## config.mk

```make
export PLATFORM = sky130hd
export DESIGN_NAME = cycle_meter
export DESIGN_NICKNAME = d
export VERILOG_FILES = /design/src/rtl/cyc_meter_pkg.sv /design/src/rtl/cyc_cmd_ctrl.sv /design/src/rtl/cyc_count_core.sv /design/src/rtl/cyc_seg_stage.sv /design/src/rtl/cycle_meter.sv
export SDC_FILE = /design/constraint.sdc
export NUM_CORES = 1
export LEC_CHECK = 0
export BUFFER_PORTS_ARGS = -buffer_cell sky130_fd_sc_hd__buf_2
export CORE_MARGIN = 5
export CORE_UTILIZATION = 40
export DETAILED_ROUTE_END_ITERATION = 7
export RECOVER_POWER = 100
export SLEW_MARGIN = 20
export SYNTH_ARGS = -nofsm -noshare
export SYNTH_HDL_FRONTEND = slang
export SYNTH_SLANG_ARGS = --single-unit
```

## constraint.sdc

```tcl
create_clock -name clk -period 3.5 [get_ports clk]
set_input_delay 0.875 -clock clk [delete_from_list [all_inputs] [get_ports clk]]
set_output_delay 0.875 -clock clk [all_outputs]
set_load 0.02 [all_outputs]
```

## src/rtl/cyc_meter_pkg.sv

```systemverilog
package cyc_meter_pkg;

   // command word bit positions
   localparam int unsigned CMD_START_BIT = 0;
   localparam int unsigned CMD_HALT_BIT  = 1;
   localparam int unsigned CMD_SHOW_BIT  = 2;

   // segment codes, bit order {g,f,e,d,c,b,a}, active high
   localparam logic [6:0] SEG_BAR = 7'h40;
   localparam logic [6:0] SEG_OFF = 7'h00;

   function automatic logic [6:0] nibble_to_seg(input logic [3:0] v);
      logic [6:0] s;
      case (v)
         4'h0: s = 7'h3F;
         4'h1: s = 7'h06;
         4'h2: s = 7'h5B;
         4'h3: s = 7'h4F;
         4'h4: s = 7'h66;
         4'h5: s = 7'h6D;
         4'h6: s = 7'h7D;
         4'h7: s = 7'h07;
         4'h8: s = 7'h7F;
         4'h9: s = 7'h6F;
         4'hA: s = 7'h77;
         4'hB: s = 7'h7C;
         4'hC: s = 7'h39;
         4'hD: s = 7'h5E;
         4'hE: s = 7'h79;
         default: s = 7'h71;
      endcase
      return s;
   endfunction

endpackage

```

## src/rtl/cyc_cmd_ctrl.sv

```systemverilog
module cyc_cmd_ctrl
   import cyc_meter_pkg::*;
#(
   parameter int unsigned CMD_W = 8
) (
   input  logic             clk,
   input  logic             rst_n,
   input  logic             cmd_we,
   input  logic [CMD_W-1:0] cmd_data,
   output logic             start_req,
   output logic             running,
   output logic             show
);

   logic halt_req;

   assign start_req = cmd_we & cmd_data[CMD_START_BIT];
   assign halt_req  = cmd_we & cmd_data[CMD_HALT_BIT];

   generate
      if (CMD_W > 3) begin : g_spare
         logic unused_cmd_bits;
         assign unused_cmd_bits = ^cmd_data[CMD_W-1:3];
      end
   endgenerate

   // start has priority over halt
   always_ff @(posedge clk or negedge rst_n) begin
      if (!rst_n) begin
         running <= 1'b0;
      end else if (start_req) begin
         running <= 1'b1;
      end else if (halt_req) begin
         running <= 1'b0;
      end
   end

   always_ff @(posedge clk or negedge rst_n) begin
      if (!rst_n) begin
         show <= 1'b0;
      end else if (cmd_we) begin
         show <= cmd_data[CMD_SHOW_BIT];
      end
   end


   start_wins_chk: assert property (@(posedge clk) disable iff (!rst_n)
      (cmd_we && cmd_data[CMD_START_BIT] && cmd_data[CMD_HALT_BIT]) |=> running);


   halt_stops_chk: assert property (@(posedge clk) disable iff (!rst_n)
      (cmd_we && cmd_data[CMD_HALT_BIT] && !cmd_data[CMD_START_BIT]) |=> !running);


   idle_write_keeps_run_chk: assert property (@(posedge clk) disable iff (!rst_n)
      (cmd_we && !cmd_data[CMD_HALT_BIT] && !cmd_data[CMD_START_BIT])
      |=> (running == $past(running)));

endmodule

```

## src/rtl/cyc_count_core.sv

```systemverilog
module cyc_count_core #(
   parameter int unsigned CNT_W = 64,
   parameter int unsigned SEG_W = 32
) (
   input  logic             clk,
   input  logic             rst_n,
   input  logic             clear,
   input  logic             run,
   output logic [CNT_W-1:0] count
);

   logic [CNT_W-1:0] count_inc;

   generate
      if (CNT_W > SEG_W) begin : g_split
         // segmented increment: upper part adds the lower part's carry
         localparam int unsigned HI_W = CNT_W - SEG_W;
         logic [SEG_W-1:0] lo_q;
         logic [HI_W-1:0]  hi_q;
         logic             lo_full;
         assign lo_q    = count[SEG_W-1:0];
         assign hi_q    = count[CNT_W-1:SEG_W];
         assign lo_full = &lo_q;
         assign count_inc = {hi_q + HI_W'(lo_full), lo_q + SEG_W'(1)};
      end else begin : g_flat
         assign count_inc = count + CNT_W'(1);
      end
   endgenerate

   // wraps silently after all ones
   always_ff @(posedge clk or negedge rst_n) begin
      if (!rst_n) begin
         count <= '0;
      end else if (clear) begin
         count <= '0;
      end else if (run) begin
         count <= count_inc;
      end
   end


   clear_zero_chk: assert property (@(posedge clk) disable iff (!rst_n)
      clear |=> (count == '0));


   step_one_chk: assert property (@(posedge clk) disable iff (!rst_n)
      (run && !clear) |=> (count == $past(count) + CNT_W'(1)));


   hold_value_chk: assert property (@(posedge clk) disable iff (!rst_n)
      (!run && !clear) |=> $stable(count));

endmodule

```

## src/rtl/cyc_seg_stage.sv

```systemverilog
module cyc_seg_stage
   import cyc_meter_pkg::*;
#(
   parameter int unsigned CNT_W   = 64,
   parameter int unsigned SLICE_W = 16,
   localparam int unsigned DIGITS = SLICE_W / 4
) (
   input  logic                clk,
   input  logic                rst_n,
   input  logic [CNT_W-1:0]    count,
   input  logic                view_hi,
   input  logic                running,
   input  logic                show,
   output logic [DIGITS*7-1:0] seg_out
);

   logic [SLICE_W-1:0] slice;

   assign slice = view_hi ? count[2*SLICE_W-1:SLICE_W] : count[SLICE_W-1:0];

   generate
      if (CNT_W > 2*SLICE_W) begin : g_spare
         logic unused_high_count;
         assign unused_high_count = ^count[CNT_W-1:2*SLICE_W];
      end

      for (genvar d = 0; d < DIGITS; d++) begin : g_digit
         logic [6:0] code;
         always_comb begin
            if (!show) begin
               code = SEG_OFF;
            end else if (running) begin
               code = SEG_BAR;
            end else begin
               code = nibble_to_seg(slice[d*4 +: 4]);
            end
         end
         assign seg_out[d*7 +: 7] = code;


         bar_while_running_chk: assert property (@(posedge clk) disable iff (!rst_n)
            (show && running) |-> (seg_out[d*7 +: 7] == SEG_BAR));


         halted_lit_chk: assert property (@(posedge clk) disable iff (!rst_n)
            (show && !running) |-> (seg_out[d*7 +: 7] != SEG_OFF));
      end
   endgenerate


   dark_when_off_chk: assert property (@(posedge clk) disable iff (!rst_n)
      !show |-> (seg_out == '0));

endmodule

```

## src/rtl/cycle_meter.sv

```systemverilog
module cycle_meter
   import cyc_meter_pkg::*;
#(
   parameter int unsigned CNT_W   = 64,
   parameter int unsigned SLICE_W = 16,
   parameter int unsigned CMD_W   = 8,
   parameter int unsigned SEG_W   = 32,
   localparam int unsigned DIGITS = SLICE_W / 4
) (
   input  logic                clk,
   input  logic                rst_n,
   input  logic                cmd_we,
   input  logic [CMD_W-1:0]    cmd_data,
   input  logic                view_hi,
   output logic [DIGITS*7-1:0] seg_out
);

   generate
      if (CMD_W < 3) begin : g_bad_cmd
         $error("cycle_meter: CMD_W must hold three command bits");
      end
      if ((SLICE_W % 4) != 0 || SLICE_W == 0) begin : g_bad_slice
         $error("cycle_meter: SLICE_W must be a non-zero multiple of 4");
      end
      if (CNT_W < 2*SLICE_W) begin : g_bad_cnt
         $error("cycle_meter: CNT_W must cover two readout slices");
      end
      if (SEG_W == 0) begin : g_bad_seg
         $error("cycle_meter: SEG_W must be non-zero");
      end
   endgenerate

   logic             start_req;
   logic             running;
   logic             show;
   logic [CNT_W-1:0] count;

   cyc_cmd_ctrl #(
      .CMD_W (CMD_W)
   ) u_ctrl (
      .clk       (clk),
      .rst_n     (rst_n),
      .cmd_we    (cmd_we),
      .cmd_data  (cmd_data),
      .start_req (start_req),
      .running   (running),
      .show      (show)
   );

   cyc_count_core #(
      .CNT_W (CNT_W),
      .SEG_W (SEG_W)
   ) u_count (
      .clk   (clk),
      .rst_n (rst_n),
      .clear (start_req),
      .run   (running),
      .count (count)
   );

   cyc_seg_stage #(
      .CNT_W   (CNT_W),
      .SLICE_W (SLICE_W)
   ) u_seg (
      .clk     (clk),
      .rst_n   (rst_n),
      .count   (count),
      .view_hi (view_hi),
      .running (running),
      .show    (show),
      .seg_out (seg_out)
   );


   reset_dark_chk: assert property (@(posedge clk)
      !rst_n |-> (seg_out == '0));

endmodule

```

# ---- Word-level counts from Yosys, hierarchy flattened
# Memories as Yosys holds them, arrays and structs flattened.
# Cells that the tools add are included.
dict set report word_totals {
  in_bits 12
  output_inout_bits 28
  mem_bits_ro 448
  memories 4
  ff_bits 66
}
# name words width read_ports rd_ports_with_merged_regs wr line_no
set mem_list {}
lappend mem_list {{(no name shown)} 16 7 1 0 0 cyc_meter_pkg.sv:14} ;# case (v)
lappend mem_list {{(no name shown)} 16 7 1 0 0 cyc_meter_pkg.sv:14}
lappend mem_list {{(no name shown)} 16 7 1 0 0 cyc_meter_pkg.sv:14}
lappend mem_list {{(no name shown)} 16 7 1 0 0 cyc_meter_pkg.sv:14}
dict set report classes {
  reduce_logical 3
  muxes 13
  n_addsub 2
  n_bitwise 2
}
# op count
set ops {}
lappend ops {{64-bit two-way mux} 2}
lappend ops {{7-bit two-way mux} 8}
lappend ops {{32-bit by 1-bit adder with 32-bit output} 1}
lappend ops {{32-bit by 1-bit adder with 32-bit output, second input constant} 1}
lappend ops {{32-bit AND reduction} 1}
lappend ops {{16-bit two-way mux} 1}
lappend ops {{2-bit nonzero test} 2}
lappend ops {{1-bit AND} 2}
lappend ops {{1-bit two-way mux} 2}

# ---- Logic depth before layout (Yosys ltp)
dict set report logic_depth {
  word_depth 4
  ltp_mapped 9
  mapped_depth_nobuf 7
}

# ---- By module
# From an unflattened synthesis, not the netlist that was laid out.
dict set report unflattened {
  hier_cells 555
  area_unflattened_um2 4927.2
}
# module cells_per_inst n_inst area_per_inst_um2 seq_area_each_um2
set by_module_without_submodules {}
lappend by_module_without_submodules {cyc_count_core 346 1 3319.4 1601.5}
lappend by_module_without_submodules {cyc_seg_stage 203 1 1522.7 0.0}
lappend by_module_without_submodules {cyc_cmd_ctrl 6 1 85.1 50.0}

# ---- Least setup slack after synthesis
# OpenSTA, ideal clock, no wires.
dict set report synth_timing {
  path_type {in2out}
  from {in view_hi}
  to {out seg_out[10]}
  arrival_time_ns 2.853
  path_slack_ns -0.228
  required_time_ns 2.625
  stages 7
  cell_sequence {buf_6 buf_2 mux2i_1 inv_1 ha_1 mux4_1 nor2_1}
}
dict set report synth_via {
  elab_chain_cells 4
}
# element line_no
set synth_lines {}
lappend synth_lines {{start: declaration} cycle_meter.sv:14} ;# input logic view_hi,
lappend synth_lines {{16-bit two-way mux} cyc_seg_stage.sv:19} ;# assign slice = view_hi ? count[2*SLICE_W-1:SLICE_W] : count[SLICE_W-1:0];
lappend synth_lines {{memory read 16 x 7 bit} -}
lappend synth_lines {{7-bit two-way mux} cyc_seg_stage.sv:32} ;# end else if (running) begin
lappend synth_lines {{7-bit two-way mux} cyc_seg_stage.sv:30} ;# if (!show) begin
lappend synth_lines {{end: declaration} cycle_meter.sv:15} ;# output logic [DIGITS*7-1:0] seg_out
# No other way between the ends.

# ---- Worst setup path after layout
dict set report layout_timing {
  from {in view_hi}
  to {out seg_out[5]}
}
# The elaborated chain is that of the path after synthesis.

==> flow_summary.json <==
{
  "status": "finished with violations",
  "violations": "max-capacitance violations, max-slew violations",
  "reg2reg_to": "u_count.count[23]",
  "groute.usage.overall_pct": 15.5,
  "num_vias": 2699,
  "worstHoldStart": "u_count.count[31]",
  "maxCapViolations": 1,
  "setup_viol": 0,
  "place_ws_ps": 33.7,
  "port_buffers": 34,
  "hp-class": "flip-flop to flip-flop",
  "dr.pass1.iters": 4,
  "first_iter_violations": 122,
  "die_w_um": 97.4,
  "rsz0062_at_grt": "yes",
  "antenna_cells": 0,
  "post_drt_wl_per_cell_um": 14.4,
  "reg2reg_slack_ps": 1400,
  "yosysWarningCount": 0,
  "path_buf_inv": 3,
  "async_reset_ff_share_pct": 100,
  "fin_crit_sh_pct": 97.5,
  "p_switching_uw": 391,
  "synth_nets": 390,
  "drv_slew": 35,
  "grt_first_pass_wirelength_mm": 12.4,
  "finalWeightedCongestion": 0.831,
  "synth_ff_type": "dfrtp_1",
  "yosys.area.top_type_share_pct": 27.8,
  "critPathLaunch": "view_hi",
  "crit_chain": "buf_2 -> buf_12 -> mux2_2 -> ha_1 -> nand2_1 -> o21ai_0 -> a221oi_2 -> buf_4",
  "clk_pin_slew_ps": 70,
  "cts.hold.buffers_added": 0,
  "core_mm2": 0.00733,
  "cts_max_path_buffers": 2,
  "switching_share_pct": 35.8,
  "cts_tree": "done",
  "drt.antenna.violating_nets": 0,
  "min_to": "u_count.count[31]",
  "leakagePower_nw": 1.78,
  "ir_worst_vdd_mv": 0.136,
  "end_kind": "output pin",
  "synth.most_common_cell": "nor2_1",
  "clk_latency_ps": 290,
  "floorplan.initialDensity_pct": 41.7,
  "maxSlewHeadroom_pct": -28.4,
  "synthesis.instances": 349,
  "routed_via_density": 5.38,
  "fp.dieH_um": 97.4,
  "arrival_ps": 2540,
  "fin_skew_ps": 8.42,
  "dieArea_mm2": 0.00949,
  "ys_ff_latch": 34,
  "combPwrFrac_pct": 31.0,
  "wirelength_mm": 7.24,
  "tightest_slew_ps": 1930,
  "htree_levels": 2,
  "ys_seq_area_share_pct": 27.8,
  "antenna_found_initial": 0,
  "grt_pass1_vias": 2574,
  "p_seq_share_pct": 40.9,
  "crit_type": "input port to output pin",
  "synth_area_leader_cell": "dfrtp_1",
  "cts.sinks": 34,
  "cp_max_fo": 14,
  "grt-ovfl-total": 0,
  "hold_violations": 0,
  "synth_common_cells": "nor2_1, dfrtp_1, ha_1",
  "nNetsFinal": 443,
  "fmax_ghz": 0.293,
  "netlist_area_mm2": 0.00306,
  "required_ps": 2620,
  "final.min_clock_period_ps": 3410,
  "layout-drive-gt1-share_pct": 23.8,
  "startpoint_type": "input port",
  "placed_cells": 489,
  "cts_made_buffers": 5,
  "internal_power_uw": 701,
  "cp_slowest_stage_delay_ps": 410,
  "cts_root_buf": "clkbuf_8",
  "post_synth.cell_area_avg_um2": 8.76,
  "syn_to_final_growth_pct": 18.7,
  "setup_ws_ps": 86.5,
  "cp_top_family": "buffers and inverters",
  "ios": 40,
  "fin_cells": 502,
  "rows": 31,
  "synth.area.top_cells": "dfrtp_1, ha_1, nor2_1",
  "crit_slowest_cell": "mux2_2",
  "grt_max_degree": 35,
  "min_path_cells": 2,
  "pwr-share-clk_pct": 28.1,
  "r2r_start": "u_ctrl.running",
  "synth_edf_count": 0,
  "drc": 0,
  "power_density_mw_per_mm2": 301,
  "place_hpwl_mm": 5.31,
  "synth.distinct_cells": 41,
  "rr_worst_depth": 6
}
-- worst reg2reg max path, stage by stage (launching register included) --
cell	delay, ps
dfrtp_1	350
buf_4	200
nand4_1	330
nor4_4	550
nor4b_4	310
xnor2_1	140
nor2_1	50
-- cell usage in the layout (no fill, tap or decap), drive strengths merged --
cell,instances
a221oi,5
clkinvlp,1
a311oi,5
nor4,5
a21oi,9
nand3,16
o21a,4
nor3,21
o21ai,6
nand2,27
mux2i,18
mux2,11
dfrtp,34
nor2,55
nor4b,1
inv,13
buf,55
and3,4
and4,3
clkinv,1
nand2b,1
a22oi,1
clkbuf,11
a21o,1
nand4,10
ha,29
or3,3
xor2,22
xnor2,8
a31o,2
and2,2
o31a,1
a31oi,5
mux4,1
a211oi,12
-- layer usage --
layer | share of wire [%] | GRT usage, %
met3 | 3.2 | 3.09
met2 | 48 | 26.0
met1 | 48 | 20.8
met5 | 0 | 0
met4 | 0.93 | 3.19
-- cell families (layout without fill, tap and decap cells) --
kind of cell | count (synthesis) | count (layout) | share of synthesized area, %
flip-flops | 34 | 34 | 27.8
AO/OA/AOI/OAI | 51 | 51 | 11.6
adder cells (fa/ha/maj) | 29 | 29 | 11.9
buffers and inverters | 27 | 81 | 4.05
multiplexers | 30 | 30 | 10.8
XOR/XNOR | 30 | 30 | 8.59
AND/OR/NAND/NOR | 148 | 148 | 25.2
-- sequential cells by signal, summed over array words and instances, names as in the netlist --
register        flops
u_ctrl.running      1
u_count.count      32
u_ctrl.show         1
-- power groups by stage --
stage / registers, mW / logic [mW] / clock network, mW
2_1_floorplan: 0.437 / 0.244 / 0
3_3_place_gp: 0.455 / 0.329 / 0
3_5_place_dp: 0.454 / 0.333 / 0
4_1_cts: 0.447 / 0.335 / 0.320
5_1_grt: 0.452 / 0.375 / 0.334
6_report: 0.447 / 0.339 / 0.306
-- cell type report --
type | instances | area (um2)
repair buffers | 60 | 372
well taps | 99 | 124
fillers | 723 | 3700
multi-input cells | 288 | 2140
clock inverters | 2 | 12.5
flip-flops and latches | 34 | 851
inverters | 13 | 48.8
clock buffers | 6 | 82.6
-- worst max path at each step --
stage / to / slack (ps) / cells past startpoint
2_1_floorplan: seg_out[10] / -160 / 7
3_3_place_gp: seg_out[27] / 50 / 10
3_5_place_dp: seg_out[23] / 30 / 9
4_1_cts: seg_out[23] / 30 / 9
5_1_grt: seg_out[17] / -10 / 10
6_report: seg_out[5] / 90 / 8
-- per-stage QoR --
stage / power (mW) / hold WS (ps) / instance area, um2 / utilization [%] / setup TNS [ps]
6_report: 1.09 / 569 / 3630 / 49.5 / 0
5_1_grt: 1.16 / 608 / 3630 / 49.5 / -27.8
4_1_cts: 1.10 / 572 / 3570 / 48.7 / 0
3_5_place_dp: 0.788 / 551 / 3480 / 47.4 / 0
3_3_place_gp: 0.784 / 552 / 3480 / 47.4 / 0
2_1_floorplan: 0.682 / 518 / 3090 / - / -254
-- repair_timing --
| action | in CTS | in global routing |
|---|---|---|
| endpoints found under the setup margin | 0 | 10 |
| gates resized for setup | 0 | 7 |
| buffers inserted | 0 | 5 |
| hold endpoints to repair | 0 | 0 |
(Power assumes the default switching activity.)
